<file path="src/rtl/plru_pick_pkg.sv">
package plru_pick_pkg;
  typedef enum logic [1:0] {
    SPEC_RETIRED    = 2'd0,
    SPEC_RESOLVED   = 2'd1,
    SPEC_UNRESOLVED = 2'd2,
    SPEC_THREAD     = 2'd3
  } spec_level_e;

  // strobes from control to datapath
  typedef struct packed {
    logic touchEn;  // access updates the tree
    logic pickEn;   // allocation selects and advances
    logic takeEn;   // coherency fill takes the invalid way
  } strobe_t;
endpackage

</file>
<file path="src/rtl/plru_pick_ctrl.sv">
module plru_pick_ctrl
  import plru_pick_pkg::*;
#(
  parameter int NUM_WAYS = 4,
  localparam int WAY_W = $clog2(NUM_WAYS)
) (
  input  logic                clk,
  input  logic                rstN,
  input  logic                accValid,
  input  logic                accNonTemporal,
  input  logic [1:0]          accSpecLevel,
  input  logic                accPrefetch,
  input  logic                cfgPrefetchUpdates,
  input  logic                allocValid,
  input  logic                allocCoherFill,
  input  logic [WAY_W-1:0]    allocCoherWay,
  input  logic [NUM_WAYS-1:0] wayValid,
  output strobe_t             strb
);
  spec_level_e specLvl;
  logic specOk;
  logic typeOk;

  always_comb begin
    specLvl = spec_level_e'(accSpecLevel);
    specOk  = (specLvl == SPEC_RETIRED) || (specLvl == SPEC_RESOLVED);
    typeOk  = !accPrefetch || cfgPrefetchUpdates;
    strb.touchEn = accValid && !accNonTemporal && specOk && typeOk;
    strb.takeEn  = allocValid && allocCoherFill && !wayValid[allocCoherWay];
    strb.pickEn  = allocValid && !strb.takeEn;
  end

  assert_nt_no_touch_R4: assert property (@(posedge clk) disable iff (!rstN)
    accNonTemporal |-> !strb.touchEn);
  assert_spec_no_touch_R5: assert property (@(posedge clk) disable iff (!rstN)
    accSpecLevel[1] |-> !strb.touchEn);
  assert_pf_gate_R6: assert property (@(posedge clk) disable iff (!rstN)
    (accPrefetch && !cfgPrefetchUpdates) |-> !strb.touchEn);
  assert_one_alloc_kind_R7: assert property (@(posedge clk) disable iff (!rstN)
    $onehot0({strb.pickEn, strb.takeEn}));
endmodule

</file>
<file path="src/rtl/plru_pick_dp.sv">
module plru_pick_dp
  import plru_pick_pkg::*;
#(
  parameter int NUM_WAYS = 4,
  parameter int NUM_SETS = 8,
  parameter int CNT_W    = 2,
  localparam int WAY_W = $clog2(NUM_WAYS),
  localparam int SET_W = $clog2(NUM_SETS),
  localparam int LVL   = WAY_W
) (
  input  logic                      clk,
  input  logic                      rstN,
  input  strobe_t                   strb,
  input  logic [SET_W-1:0]          accSet,
  input  logic [WAY_W-1:0]          accWay,
  input  logic [SET_W-1:0]          allocSet,
  input  logic [WAY_W-1:0]          allocCoherWay,
  input  logic [NUM_WAYS-1:0]       wayValid,
  input  logic [NUM_WAYS-1:0]       wayDirty,
  input  logic [NUM_WAYS*CNT_W-1:0] wayInnerCnt,
  input  logic [NUM_WAYS-1:0]       wayIsInstr,
  output logic                      victimValid,
  output logic [WAY_W-1:0]          victimWay
);
  typedef logic [NUM_WAYS-1:1] row_t;

  row_t treeQ [NUM_SETS];
  row_t rowTouch, baseRow, rowPick, allocRow;
  logic [NUM_WAYS-1:0] tierMask, cntMask, dataMask, candMask;
  logic [CNT_W-1:0]    minCnt;
  logic [WAY_W-1:0]    pickWay;

  function automatic row_t pointAway(input row_t row, input logic [WAY_W-1:0] way);
    row_t r;
    int node;
    r = row;
    node = 1;
    for (int l = 0; l < LVL; l++) begin
      logic b;
      b = way[LVL-1-l];
      r[node] = ~b;
      node = 2 * node + int'(b);
    end
    return r;
  endfunction

  // status ranking: invalid, then clean, then fewest inner copies, then data
  always_comb begin
    if (|(~wayValid))      tierMask = ~wayValid;
    else if (|(~wayDirty)) tierMask = ~wayDirty;
    else                   tierMask = '1;
    minCnt = '1;
    for (int w = 0; w < NUM_WAYS; w++)
      if (tierMask[w] && wayInnerCnt[w*CNT_W +: CNT_W] < minCnt)
        minCnt = wayInnerCnt[w*CNT_W +: CNT_W];
    for (int w = 0; w < NUM_WAYS; w++)
      cntMask[w] = tierMask[w] && (wayInnerCnt[w*CNT_W +: CNT_W] == minCnt);
    dataMask = cntMask & ~wayIsInstr;
    candMask = (|dataMask) ? dataMask : cntMask;
  end

  // masked tree walk
  always_comb begin
    int node;
    int prefix;
    node = 1;
    prefix = 0;
    allocRow = treeQ[allocSet];
    for (int l = 0; l < LVL; l++) begin
      logic anyL, anyR, dir;
      anyL = 1'b0;
      anyR = 1'b0;
      for (int w = 0; w < NUM_WAYS; w++) begin
        if ((w >> (LVL - l)) == prefix) begin
          if (((w >> (LVL - 1 - l)) & 1) == 0) anyL = anyL | candMask[w];
          else                                 anyR = anyR | candMask[w];
        end
      end
      if (allocRow[node]) dir = anyR ? 1'b1 : !anyL;
      else                dir = anyL ? 1'b0 : anyR;
      node   = 2 * node + int'(dir);
      prefix = 2 * prefix + int'(dir);
    end
    pickWay = prefix[WAY_W-1:0];
  end

  always_comb begin
    rowTouch = pointAway(treeQ[accSet], accWay);
    baseRow  = (strb.touchEn && accSet == allocSet) ? rowTouch : treeQ[allocSet];
    rowPick  = pointAway(baseRow, pickWay);
  end

  always_ff @(posedge clk) begin
    if (!rstN) begin
      for (int s = 0; s < NUM_SETS; s++) treeQ[s] <= '0;
      victimValid <= 1'b0;
      victimWay   <= '0;
    end else begin
      if (strb.touchEn) treeQ[accSet] <= rowTouch;
      if (strb.pickEn)  treeQ[allocSet] <= rowPick;
      victimValid <= strb.pickEn || strb.takeEn;
      if (strb.pickEn)      victimWay <= pickWay;
      else if (strb.takeEn) victimWay <= allocCoherWay;
    end
  end

  // history for the bias checks
  logic [NUM_WAYS-1:0] prevValid, prevDirty;
  logic prevPick;
  always_ff @(posedge clk) begin
    if (!rstN) begin
      prevValid <= '1;
      prevDirty <= '0;
      prevPick  <= 1'b0;
    end else begin
      prevValid <= wayValid;
      prevDirty <= wayDirty;
      prevPick  <= strb.pickEn;
    end
  end

  assert_strobe_follows_R1: assert property (@(posedge clk) disable iff (!rstN)
    (strb.pickEn || strb.takeEn) |=> victimValid);
  assert_strobe_quiet_R1: assert property (@(posedge clk) disable iff (!rstN)
    !(strb.pickEn || strb.takeEn) |=> !victimValid);
  assert_take_way_R7: assert property (@(posedge clk) disable iff (!rstN)
    strb.takeEn |=> (victimWay == $past(allocCoherWay)));
  assert_take_keeps_tree_R7: assert property (@(posedge clk) disable iff (!rstN)
    (strb.takeEn && !strb.touchEn) |=> (treeQ[$past(allocSet)] == $past(treeQ[allocSet])));
  assert_invalid_first_R8: assert property (@(posedge clk) disable iff (!rstN)
    (victimValid && prevPick && !(&prevValid)) |-> !prevValid[victimWay]);
  assert_clean_first_R9: assert property (@(posedge clk) disable iff (!rstN)
    (victimValid && prevPick && (&prevValid) && !(&prevDirty)) |-> !prevDirty[victimWay]);
endmodule

</file>
<file path="src/rtl/plru_victim_picker.sv">
module plru_victim_picker
  import plru_pick_pkg::*;
#(
  parameter int NUM_WAYS = 4,
  parameter int NUM_SETS = 8,
  parameter int CNT_W    = 2,
  localparam int WAY_W = $clog2(NUM_WAYS),
  localparam int SET_W = $clog2(NUM_SETS)
) (
  input  logic                      clk,
  input  logic                      rstN,
  input  logic                      accValid,
  input  logic [SET_W-1:0]          accSet,
  input  logic [WAY_W-1:0]          accWay,
  input  logic                      accNonTemporal,
  input  logic [1:0]                accSpecLevel,
  input  logic                      accPrefetch,
  input  logic                      cfgPrefetchUpdates,
  input  logic                      allocValid,
  input  logic [SET_W-1:0]          allocSet,
  input  logic                      allocCoherFill,
  input  logic [WAY_W-1:0]          allocCoherWay,
  input  logic [NUM_WAYS-1:0]       wayValid,
  input  logic [NUM_WAYS-1:0]       wayDirty,
  input  logic [NUM_WAYS*CNT_W-1:0] wayInnerCnt,
  input  logic [NUM_WAYS-1:0]       wayIsInstr,
  output logic                      victimValid,
  output logic [WAY_W-1:0]          victimWay
);
  strobe_t strb;

  plru_pick_ctrl #(.NUM_WAYS(NUM_WAYS)) u_ctrl (
    .clk(clk), .rstN(rstN), .accValid(accValid), .accNonTemporal(accNonTemporal),
    .accSpecLevel(accSpecLevel), .accPrefetch(accPrefetch),
    .cfgPrefetchUpdates(cfgPrefetchUpdates), .allocValid(allocValid),
    .allocCoherFill(allocCoherFill), .allocCoherWay(allocCoherWay),
    .wayValid(wayValid), .strb(strb)
  );

  plru_pick_dp #(.NUM_WAYS(NUM_WAYS), .NUM_SETS(NUM_SETS), .CNT_W(CNT_W)) u_dp (
    .clk(clk), .rstN(rstN), .strb(strb), .accSet(accSet), .accWay(accWay),
    .allocSet(allocSet), .allocCoherWay(allocCoherWay), .wayValid(wayValid),
    .wayDirty(wayDirty), .wayInnerCnt(wayInnerCnt), .wayIsInstr(wayIsInstr),
    .victimValid(victimValid), .victimWay(victimWay)
  );
endmodule

</file>
<file path="config.mk">
export PLATFORM = sky130hd
export DESIGN_NAME = plru_victim_picker
export DESIGN_NICKNAME = d
export VERILOG_FILES = /design/src/rtl/plru_pick_pkg.sv /design/src/rtl/plru_pick_ctrl.sv /design/src/rtl/plru_pick_dp.sv /design/src/rtl/plru_victim_picker.sv
export SDC_FILE = /design/constraint.sdc
export NUM_CORES = 1
export LEC_CHECK = 0
export ABC_AREA = 1
export ABC_CLOCK_PERIOD_IN_PS = 4780
export BUFFER_PORTS_ARGS = -buffer_cell sky130_fd_sc_hd__buf_2
export CORE_AREA = 3 3 74 76
export CTS_CLUSTER_SIZE = 30
export DETAILED_ROUTE_END_ITERATION = 7
export DIE_AREA = 0 0 77 79
export PLACE_DENSITY = 0.81
export SYNTH_ARGS = -nofsm -noshare
export SYNTH_HDL_FRONTEND = slang
export SYNTH_HIERARCHICAL = 1
export SYNTH_SLANG_ARGS = --single-unit
</file>
<file path="constraint.sdc">
create_clock -name clk -period 4.78 [get_ports clk]
set_clock_uncertainty 0.1 [all_clocks]
set_input_delay 0.478 -clock clk [delete_from_list [all_inputs] [get_ports clk]]
set_output_delay 0.478 -clock clk [all_outputs]
set_load 0.05 [all_outputs]
</file>
# Yosys cells after proc, flatten, opt, wreduce, memory -nomap -nowiden

Memories as Yosys holds them, arrays and structs flattened.
Cells that the tools add are included.

Register bits after elaboration: 3
RAM bits: 24
Input port bits: 40
Output and inout port bits: 3
Word-level logic and storage cells: 113
Memories: 1

Memories:

| memory     | words | width | read ports | clocked after memory_dff | write ports | RTL line           | text |
|---|---|---|---|---|---|---|---|
| u_dp.treeQ | 8     | 3     | 2          | 0                        | 8           | plru_pick_dp.sv:27 | `row_t treeQ [NUM_SETS];` |

$add $sub $neg: 4
Magnitude comparators: 10
Equal/unequal tests: 6
Muxes and demuxes: 44
Bitwise gates (word level): 12
Reductions and logical operators: 34

Operator list:

| kind                  | count |
|---|---|
| $lt A32 B4 Y1 const B | 3 |
| $ge A32 B1 Y1 const B | 2 |
| $logic_not A32 Y1     | 1 |
| $mux W1               | 24 |
| $logic_and A1 B1 Y1   | 17 |
| $mux W3               | 5 |
| $mux W2               | 6 |
| $mux W4               | 3 |
| $not A4 Y4            | 3 |
| $reduce_or A4 Y1      | 3 |
| $add A2 B1 Y3 const A | 3 |
| $eq A2 B2 Y1          | 4 |
| $bwmux W3             | 2 |
| $logic_not A1 Y1      | 6 |
| $lt A2 B2 Y1          | 3 |
| $reduce_or A3 Y1      | 2 |
| $and A4 B4 Y4         | 1 |
| $bmux W1 S2           | 2 |
| $demux W1 S2          | 2 |
| $not A1 Y1            | 4 |
| $or A1 B1 Y1          | 4 |
| $eq A3 B3 Y1          | 1 |
| $logic_or A1 B1 Y1    | 3 |
| $lt A2 B3 Y1 const B  | 1 |
| 5 further kinds       | 5 |

# Logic depth before layout (Yosys ltp)

Gate-level depths: netlist of run 1.

Depth in word-level cells: 39
Depth in mapped cells: 34
Gate-level depth less buffers: 34

# By module

The synthesis of run 1 kept the hierarchy.

By module, submodules not included:

| module         | times used | cells an instance | area an instance (um2) | seq. area each (um2) |
|---|---|---|---|---|
| plru_pick_dp   | 1          | 409               | 2671.3                 | 780.7 |
| plru_pick_ctrl | 1          | 21                | 108.9                  | 0.0 |

# Worst setup path after synthesis of run 1

Ideal clock, no wire load.

Path type: input -> register
Start: input port wayValid[1]
End: memory u_dp/treeQ[0][1] (netlist name), data pin
Library setup time: 253 ps
Arrival: 3594 ps
Required time: 4427 ps
Slack: 833 ps
Stages on the path: 31
Buffers on the path: 0
Cell sequence: nand2_1 -> nor2_4 -> nand3_1 -> nand2_1 -> inv_1 -> nand2_1 -> nand2_1 -> ha_1 -> a21oi_1 -> nand2_2 -> o21ai_1 -> inv_1 -> ha_1 -> nor2_1 -> nand2_4 -> nand2_2 -> nand2_1 -> nand2_1 -> nand2_1 -> nand4_4 -> nand2_4 -> nor2_4 -> nand2_1 -> nand2_1 -> nand2_1 -> nand2_2 -> nand2_4 -> nand2_8 -> nand2_4 -> nand3_1 -> nand2_1

RTL lines:

| item        | RTL line                 | text |
|---|---|---|
| from (decl) | plru_victim_picker.sv:23 | `input logic [NUM_WAYS-1:0] wayValid,` |
| to (decl)   | plru_pick_dp.sv:27       |  |

==> impl_metrics.csv, run 1 <==
group,metric,value,unit
synthesis,syn-num-nets,472,
synthesis,synth_xor_xnor_area_share,0.315,%
clock_network,cts_buffer_depth,2,
setup_path,r2r_end,"u_dp/treeQ[7][2]",
floorplan,core-area,4790,µm²
clock_network,tritoncts,"done",
setup_path,ff2ff_path_depth,9,
synthesis,yosysWarnings,6,
setup_path,crit_slowest_cell,"o311ai_0",
setup_path,rr_startpoint,"u_dp/treeQ[0][2]",
clock_network,ctsRootBufferMaster,"clkbuf_8",
floorplan,die_height,79,µm
power_and_ir_drop,leakagePower,1.60,nW
setup_path,path_buf_inv,4,
clock_network,numCtsBuffers,3,
synthesis,synth_top_area_share,25.9,%
final_layout,post_route_cells_drive_above_1_share,17.8,%
synthesis,synthAdderAreaFrac,0.900,%
placement,portBuffers,41,
clock_network,cts_setup_buffers,0,
synthesis,seq_area_frac_synth,28.1,%
min_path,holdCritStartpoint,"u_dp/victimWay[0]",
setup_path,arrival,4.29,ns
setup_path,reg2reg_slack,2.55,ns
synthesis,synth-async-reset-ratio,0,%
timing,min_period_over_period,90.8,%
placement,gp_congestion,1.04,
power_and_ir_drop,power_frac_comb,45.6,%
power_and_ir_drop,clock_power_share,18.3,%
setup_path,cpMostUsedCell,"nand2_1",
power_and_ir_drop,total_power,0.772,mW
timing,max_freq,0.231,GHz
final_layout,final_nets,515,
global_routing,track_usage,24.5,%
global_routing,grt_pass1_wl,12100,µm
clock_network,htreeDepth,1,
setup_path,slowest_delay,0.35,ns
floorplan,rows,25,
min_path,min_to,"u_dp/victimWay[0]",
clock_network,cts.sinks,27,
setup_path,worstSetupStartpointType,"primary input",
clock_network,cts_hold_buf,0,
synthesis,yosysTopAreaCell,"edfxtp_1",
min_path,hold_class,"flop to flop",
power_and_ir_drop,p_seq_share,36.1,%
clock_network,clk_pin_slew_worst_paths,0.10,ns
synthesis,synth_edf_count,24,
power_and_ir_drop,p_sw,0.333,mW
power_and_ir_drop,p_int,0.439,mW
timing,worst_pin_slew,1.04,ns
final_layout,area_growth,12.1,%
global_routing,grt_pass1_vias,2768,
synthesis,synth_ff_type,"edfxtp_1",
global_routing,grt_max_degree,18,
global_routing,antenna_found_initial,0,
timing,finalSetupViolations,0,
placement,placed_area,3070,µm²
detailed_routing,wl,7270,µm
synthesis,synth_top_family_by_area,"simple AND/OR/NAND/NOR gates",
setup_path,required,4.73,ns
clock_network,cts_resized,0,
setup_path,crit_type,"primary input to flop",
timing,rsz0062_at_grt,"false",
timing,slew_viol_final,0,
power_and_ir_drop,switching_share,43.1,%
final_layout,diodes,0,
setup_path,cp_max_fo,10,
synthesis,syn_area,2780,µm²
setup_path,worstSetupEndpointType,"flop",
detailed_routing,drt_first_pass_iters,6,
timing,post-route-min-period,4.34,ns
outcome,status,"finished, final reports clean",
clock_network,clk_latency,0.28,ns
timing,slew_headroom,28.6,%
synthesis,yosys_register_bits,27,
power_and_ir_drop,powerDensity,248,nW/µm²
detailed_routing,detailedRoute.firstIterationViolations,330,
placement,dp.final_hpwl,5840,µm
detailed_routing,final_antenna_net_count,0,
synthesis,yosys.area_share.simple,48.4,%
floorplan,pin_count,43,
synthesis,synthMuxAreaShare,0.360,%
detailed_routing,dr_total_vias,2980,
floorplan,initial_core_util,58.1,%
synthesis,synthCells,430,
detailed_routing,route.detailed.drc,0,
synthesis,synth_area_leaders,"edfxtp_1, nand2_1, inv_1",
final_layout,fillerInstances,437,
flow_run,cap_violations,0,
floorplan,die_x,77,µm
global_routing,grt_overflow,0,
detailed_routing,wl_per_cell,13.5,µm
synthesis,synth_compound_area_share,11.0,%
power_and_ir_drop,vdd_drop_max,0.149,mV
final_layout,final_area,3120,µm²
detailed_routing,via_per_inst,5.53,
timing,setup_tns,0,ns
timing,finalHoldViolCount,0,
floorplan,fp.dieArea,6080,µm²
synthesis,yosysUniqueCellTypes,40,
synthesis,syn_area_per_cell,6.47,µm²
min_path,whs_path_depth,4,
setup_path,critPathTopFamily,"simple AND/OR/NAND/NOR gates",
## cells in the mapped netlist (2+ instances only)
cell         n
a21oi_1     12
a221oi_1     3
a32o_1       2
clkbuf_1     5
clkinv_1     3
dfxtp_1      3
edfxtp_1    24
ha_1         2
inv_1       72
nand2_1    130
nand2_2     10
nand2_4      8
nand3_1     42
nand3_2      7
nand3_4      3
nand4_1      2
nand4_4      2
nor2_1      46
nor2_4       3
nor3_1       6
nor4_1       2
o21ai_0     22
o21ai_1      3
o2bb2ai_1    2
## routing by layer
layer	up-vias	wire [µm]	track usage (%)	share of wire, %
met5	-	0	0	0
li1	1487	-	-	-
met4	0	169	8.90	2.3
met1	1305	3100	32.3	43
met2	164	3300	40.1	45
met3	24	704	4.99	9.7
## power by group through the flow
stage               logic (mW)  registers [mW]  clock network (mW)
global placement         0.340           0.283                   0
floorplan                0.244           0.294                   0
CTS                      0.349           0.278               0.142
detailed placement       0.349           0.284                   0
global route             0.389           0.280               0.152
finish                   0.352           0.279               0.141
## worst reg2reg max path: stages, from the launching register on
cell and delay (ns):
edfxtp_1 0.43, o2bb2ai_1 0.15, a221oi_1 0.25, nand3_1 0.11
a211oi_1 0.19, a21oi_1 0.10, mux2i_1 0.28, nand3_4 0.19
nand3_1 0.13, nand2_1 0.06
## flip-flops by register name, indices dropped and copies added, names as in the netlist
register          cells
u_dp/victimValid      1
u_dp/victimWay        2
u_dp/treeQ           24
## cell type report
| cell class | instances | area (µm²) | share of cell area [%] |
|---|---|---|---|
| multi-input combinational | 322 | 1700 | 54.4 |
| sequential | 27 | 781 | 25.1 |
| inverter | 76 | 285 | 9.16 |
| tap | 67 | 83.8 | 2.69 |
| clock inverter | 1 | 8.76 | 0.281 |
| clock buffer | 3 | 41.3 | 1.33 |
| timing repair buffer | 43 | 220 | 7.07 |
## how the worst max path moves through the flow
| stage | from | end | slack, ns | cells after the start |
|---|---|---|---|---|
| global route | wayValid[1] | u_dp/treeQ[2][2] | 0.05 | 30 |
| global placement | wayValid[1] | u_dp/treeQ[7][1] | 0.26 | 30 |
| finish | wayValid[1] | u_dp/treeQ[1][1] | 0.44 | 28 |
| detailed placement | wayValid[1] | u_dp/treeQ[5][1] | 0.17 | 30 |
| CTS | wayValid[1] | u_dp/treeQ[2][1] | 0.47 | 30 |
| floorplan | wayValid[1] | u_dp/treeQ[0][1] | 0.83 | 31 |
## cell usage in the layout, fill, tap and decap left out, types with 2 or more instances in the layout
cell type  count
a221oi_1       3
edfxtp_1      24
o2bb2ai_1      2
nand4_4        2
nand3_1       42
nand2_2       10
o21ai_1        3
nand3_2        7
clkbuf_8       3
ha_1           2
buf_2         41
clkinv_1       3
inv_1         72
nand2_1      130
dfxtp_1        3
nand3_4        3
a21oi_1       12
nor4_1         2
nor2_1        46
a32o_1         2
buf_4          2
nor2_4         3
nor3_1         6
nand2_4        8
o21ai_0       22
nand4_1        2
## metrics by stage
stage                     util [%]  hold slack, ns  worst slack (ns)  std cells
after detailed placement      64.1           0.459             0.167        535
after global placement        64.1           0.436             0.260        535
after CTS                     65.1           0.475             0.472        539
after floorplan                  -           0.592             0.833        430
after global routing          65.1           0.489            0.0500        539
final                         65.1           0.481             0.442        539
## logic make-up (layout without fill, tap and decap cells)
kind of cell	count (synthesis)	count (layout)
AO/OA/AOI/OAI	51	51
flip-flops	27	27
AND/OR/NAND/NOR	267	267
XOR/XNOR	1	1
adder cells (fa/ha/maj)	2	2
multiplexers	1	1
buffers and inverters	81	123
Note: power is estimated with default switching activity, not from simulation.
==> inputs of run 2 (changes only) <==
Settings changed: PLACE_DENSITY 0.81 to 0.79.
==> impl_metrics.csv, run 2 (synthesis results as in run 1) <==
group,metric,value,unit
outcome,status,"finished, final reports clean",
setup_path,required,4.73,ns
floorplan,fp.dieArea,6080,µm²
clock_network,htreeDepth,1,
timing,rsz0062_at_grt,"false",
flow_run,cap_violations,0,
timing,min_period_over_period,89.8,%
detailed_routing,final_antenna_net_count,0,
global_routing,grt_overflow,0,
final_layout,final_common_cell,"nand2_1",
final_layout,final_cell_mix,"nand2_1, inv_1, nor2_1, nand3_1, buf_2",
clock_network,ctsRootBufferMaster,"clkbuf_8",
placement,portBuffers,41,
power_and_ir_drop,vdd_drop_max,0.192,mV
timing,finalSetupViolations,0,
clock_network,cts_buffer_depth,2,
clock_network,cts_setup_buffers,0,
power_and_ir_drop,powerDensity,246,nW/µm²
global_routing,grt_max_degree,18,
clock_network,tritoncts,"done",
power_and_ir_drop,leakagePower,1.61,nW
detailed_routing,via_per_inst,5.58,
detailed_routing,wl_per_cell,13.7,µm
timing,max_freq,0.233,GHz
floorplan,die_x,77,µm
global_routing,grt_pass1_vias,2721,
floorplan,rows,25,
detailed_routing,drt_first_pass_iters,5,
detailed_routing,route.detailed.drc,0,
timing,slew_headroom,23.1,%
timing,slew_viol_final,0,
clock_network,cts_resized,0,
clock_network,cts.sinks,27,
detailed_routing,detailedRoute.firstIterationViolations,236,
final_layout,final_nets,516,
setup_path,crit_type,"primary input to flop",
setup_path,cpMostUsedCell,"nand2_1",
detailed_routing,dr_total_vias,3011,
clock_network,cts_hold_buf,0,
global_routing,antenna_found_initial,0,
setup_path,arrival,4.24,ns
placement,dp_slack,0.223,ns
final_layout,multi_input_area,1700,µm²
final_layout,largest_reg_flops,24,
floorplan,core-area,4790,µm²
final_layout,seq_area,781,µm²
floorplan,die_height,79,µm
placement,gp_congestion,1.01,
setup_path,crit_slowest_cell,"o311ai_0",
timing,setup_tns,0,ns
setup_path,worstSetupEndpointType,"flop",
timing,post-route-min-period,4.29,ns
clock_network,clk_pin_slew_worst_paths,0.10,ns
final_layout,post_route_cells_drive_above_1_share,18.0,%
placement,dp.final_hpwl,5860,µm
timing,finalHoldViolCount,0,
clock_network,numCtsBuffers,3,
floorplan,initial_core_util,58.1,%
setup_path,slowest_delay,0.36,ns
final_layout,area_growth,12.3,%
final_layout,regMostFlops,"u_dp/treeQ",
timing,worst_slack,0.487,ns
floorplan,pin_count,43,
setup_path,cp_max_fo,10,
global_routing,track_usage,24.5,%
min_path,hold_class,"flop to flop",
global_routing,grt_pass1_wl,12100,µm
clock_network,clk_latency,0.28,ns
final_layout,top_regs,"u_dp/treeQ x24, u_dp/victimWay x2, u_dp/victimValid x1",
final_layout,diodes,0,
final_layout,fillerInstances,435,
detailed_routing,wl,7390,µm
timing,worst_pin_slew,1.12,ns
setup_path,worstSetupStartpointType,"primary input",
## run 2: cell types whose count changed in the layout (fill, tap and decap cells not counted)
cell and change:
buf_4 +1, clkinvlp_4 +1, inv_6 -1
## run 2: path summary, 6_finish.rpt
check	start	endpoint	slack, ns	cells past startpoint
worst max register to register	u_dp/treeQ[1][2]	u_dp/treeQ[3][2]	2.45	11
worst min-delay path	u_dp/victimWay[0]	u_dp/victimWay[0]	0.45	4
worst min register to register	u_dp/victimWay[0]	u_dp/victimWay[0]	0.45	4
worst max-delay path	wayValid[1]	u_dp/treeQ[3][1]	0.49	28
## run 2: area by class of cell
type,count,area share (%)
Sequential cell,27,25.0
Inverter,76,9.14
Clock buffer,3,1.32
Clock inverter,1,0.240
Multi-Input combinational cell,322,54.3
Timing Repair Buffer,44,7.29
Tap cell,67,2.69
## run 2: critical path: cells and delay by family
family          cells  cell delay (ns)
compound gates      3             0.79
fa+ha+maj           2             0.52
buf+inv             4             0.34
simple gates       19             2.11
## run 2: stage by stage
stage / total power, mW / cells / area, µm² / hold slack [ns] / utilization [%]
2_1_floorplan: 0.539 / 430 / 2780 / 0.592 / -
3_3_place_gp: 0.625 / 536 / 3070 / 0.429 / 64.2
3_5_place_dp: 0.633 / 536 / 3070 / 0.433 / 64.2
4_1_cts: 0.769 / 540 / 3120 / 0.452 / 65.2
5_1_grt: 0.821 / 540 / 3120 / 0.477 / 65.2
6_report: 0.769 / 540 / 3120 / 0.449 / 65.2
## run 2: metal layers
| metal | wire length (µm) | up-vias | share of wire, % | track usage, % |
|---|---|---|---|---|
| li1 | - | 1482 | - | - |
| met1 | 3260 | 1365 | 44 | 33.9 |
| met2 | 3420 | 140 | 46 | 39.7 |
| met3 | 556 | 24 | 7.5 | 3.17 |
| met4 | 142 | 0 | 1.9 | 8.01 |
| met5 | 0 | - | 0 | 0 |
## run 2: power by group
group          internal (mW)  leakage [nW]  switching [mW]
registers              0.272         0.275         0.00707
logic                  0.107          1.31           0.247
clock network         0.0593        0.0217          0.0770
==> inputs of run 3 (changes only) <==
Settings changed: RECOVER_POWER set to 25.
==> impl_metrics.csv, run 3 (synthesis results as in run 1) <==
group,metric,value,unit
outcome,status,"finished, final reports clean",
floorplan,rows,25,
setup_path,cp_max_fo,10,
floorplan,core-area,4790,µm²
detailed_routing,dr_total_vias,2995,
timing,slew_viol_final,0,
detailed_routing,detailedRoute.firstIterationViolations,236,
setup_path,reg2reg_slack,2.45,ns
clock_network,clk_pin_slew_worst_paths,0.10,ns
setup_path,worstSetupEndpointType,"flop",
final_layout,post_route_cells_drive_above_1_share,16.9,%
final_layout,area_growth,11.9,%
floorplan,die_height,79,µm
final_layout,fillerInstances,439,
global_routing,grt_pass1_vias,2721,
final_layout,top_regs,"u_dp/treeQ x24, u_dp/victimWay x2, u_dp/victimValid x1",
setup_path,crit_type,"primary input to flop",
min_path,whs_path_depth,4,
global_routing,grt_pass1_wl,12100,µm
timing,finalSetupViolations,0,
floorplan,pin_count,43,
timing,max_freq,0.232,GHz
power_and_ir_drop,leakagePower,1.59,nW
detailed_routing,drt_first_pass_iters,5,
floorplan,fp.dieArea,6080,µm²
final_layout,diodes,0,
global_routing,antenna_found_initial,0,
final_layout,largest_reg_flops,24,
timing,finalHoldViolCount,0,
setup_path,r2r_end,"u_dp/treeQ[3][2]",
timing,setup_tns,0,ns
setup_path,ff2ff_path_depth,11,
detailed_routing,via_per_inst,5.55,
min_path,min_to,"u_dp/victimWay[0]",
clock_network,clk_latency,0.28,ns
min_path,holdCritStartpoint,"u_dp/victimWay[0]",
timing,worst_pin_slew,1.13,ns
timing,slew_headroom,23.0,%
floorplan,initial_core_util,58.1,%
power_and_ir_drop,powerDensity,247,nW/µm²
power_and_ir_drop,vdd_drop_max,0.192,mV
setup_path,worstSetupStartpointType,"primary input",
detailed_routing,wl,7370,µm
clock_network,numCtsBuffers,3,
global_routing,track_usage,24.5,%
final_layout,final_cell_mix,"nand2_1, inv_1, nor2_1, nand3_1, buf_2",
setup_path,arrival,4.25,ns
setup_path,required,4.73,ns
placement,dp_slack,0.223,ns
final_layout,final_nets,516,
global_routing,grt_overflow,0,
detailed_routing,wl_per_cell,13.6,µm
final_layout,final_common_cell,"nand2_1",
placement,gp_congestion,1.01,
final_layout,regMostFlops,"u_dp/treeQ",
timing,rsz0062_at_grt,"false",
clock_network,cts_buffer_depth,2,
setup_path,rr_startpoint,"u_dp/treeQ[1][2]",
clock_network,cts.sinks,27,
clock_network,cts_setup_buffers,0,
clock_network,htreeDepth,1,
detailed_routing,final_antenna_net_count,0,
detailed_routing,route.detailed.drc,0,
setup_path,slowest_delay,0.36,ns
setup_path,cpMostUsedCell,"nand2_1",
clock_network,cts_resized,0,
timing,min_period_over_period,90.1,%
clock_network,ctsRootBufferMaster,"clkbuf_8",
global_routing,grt_max_degree,18,
placement,dp.final_hpwl,5860,µm
placement,portBuffers,41,
setup_path,crit_slowest_cell,"o311ai_0",
flow_run,cap_violations,0,
clock_network,tritoncts,"done",
min_path,hold_class,"flop to flop",
timing,worst_slack,0.473,ns
floorplan,die_x,77,µm
clock_network,cts_hold_buf,0,
timing,post-route-min-period,4.31,ns
run 3: cell type report:
class,instances,area [µm²],area share (%)
Clock buffer,3,41.3,1.33
Clock inverter,1,7.51,0.241
Tap cell,67,83.8,2.69
Timing Repair Buffer,44,223,7.16
Multi-Input combinational cell,322,1690,54.3
Sequential cell,27,781,25.1
Inverter,76,285,9.17
run 3: how the worst max path moves through the flow:
stage,start,endpoint,slack [ns]
after CTS,wayValid[1],u_dp/treeQ[3][1],0.51
final,wayValid[0],u_dp/treeQ[3][1],0.47
after floorplan,wayValid[1],u_dp/treeQ[0][1],0.83
after global placement,wayValid[1],u_dp/treeQ[5][1],0.35
after global routing,wayValid[0],u_dp/treeQ[3][1],0.06
after detailed placement,wayValid[1],u_dp/treeQ[3][1],0.22
run 3: where the power goes:
| part | switching [mW] | total (mW) | internal, mW |
|---|---|---|---|
| combinational | 0.246 | 0.352 | 0.106 |
| clock | 0.0773 | 0.137 | 0.0594 |
| sequential | 0.00717 | 0.279 | 0.272 |
run 3: routing by layer:
metal  wire length [µm]  global-route usage [%]  up-vias
li1                   -                       -     1482
met1               3260                    33.9     1351
met2               3400                    39.7      138
met3                554                    3.17       24
met4                142                    8.01        0
met5                  0                       0        -
run 3: critical path: cells and delay by family:
family	cells	cell delay, ns
adders and majority gates	2	0.51
and+or+nand+nor	19	2.13
AOI/OAI and AO/OA	3	0.79
buffers and inverters	4	0.35
run 3: through the flow:
stage / area, µm² / hold WS [ns] / power (mW) / utilization [%] / cells
3_3_place_gp: 3070 / 0.429 / 0.625 / 64.2 / 536
3_5_place_dp: 3070 / 0.433 / 0.633 / 64.2 / 536
5_1_grt: 3110 / 0.478 / 0.819 / 65.0 / 540
2_1_floorplan: 2780 / 0.592 / 0.539 / - / 430
4_1_cts: 3120 / 0.452 / 0.769 / 65.2 / 540
6_report: 3110 / 0.451 / 0.768 / 65.0 / 540
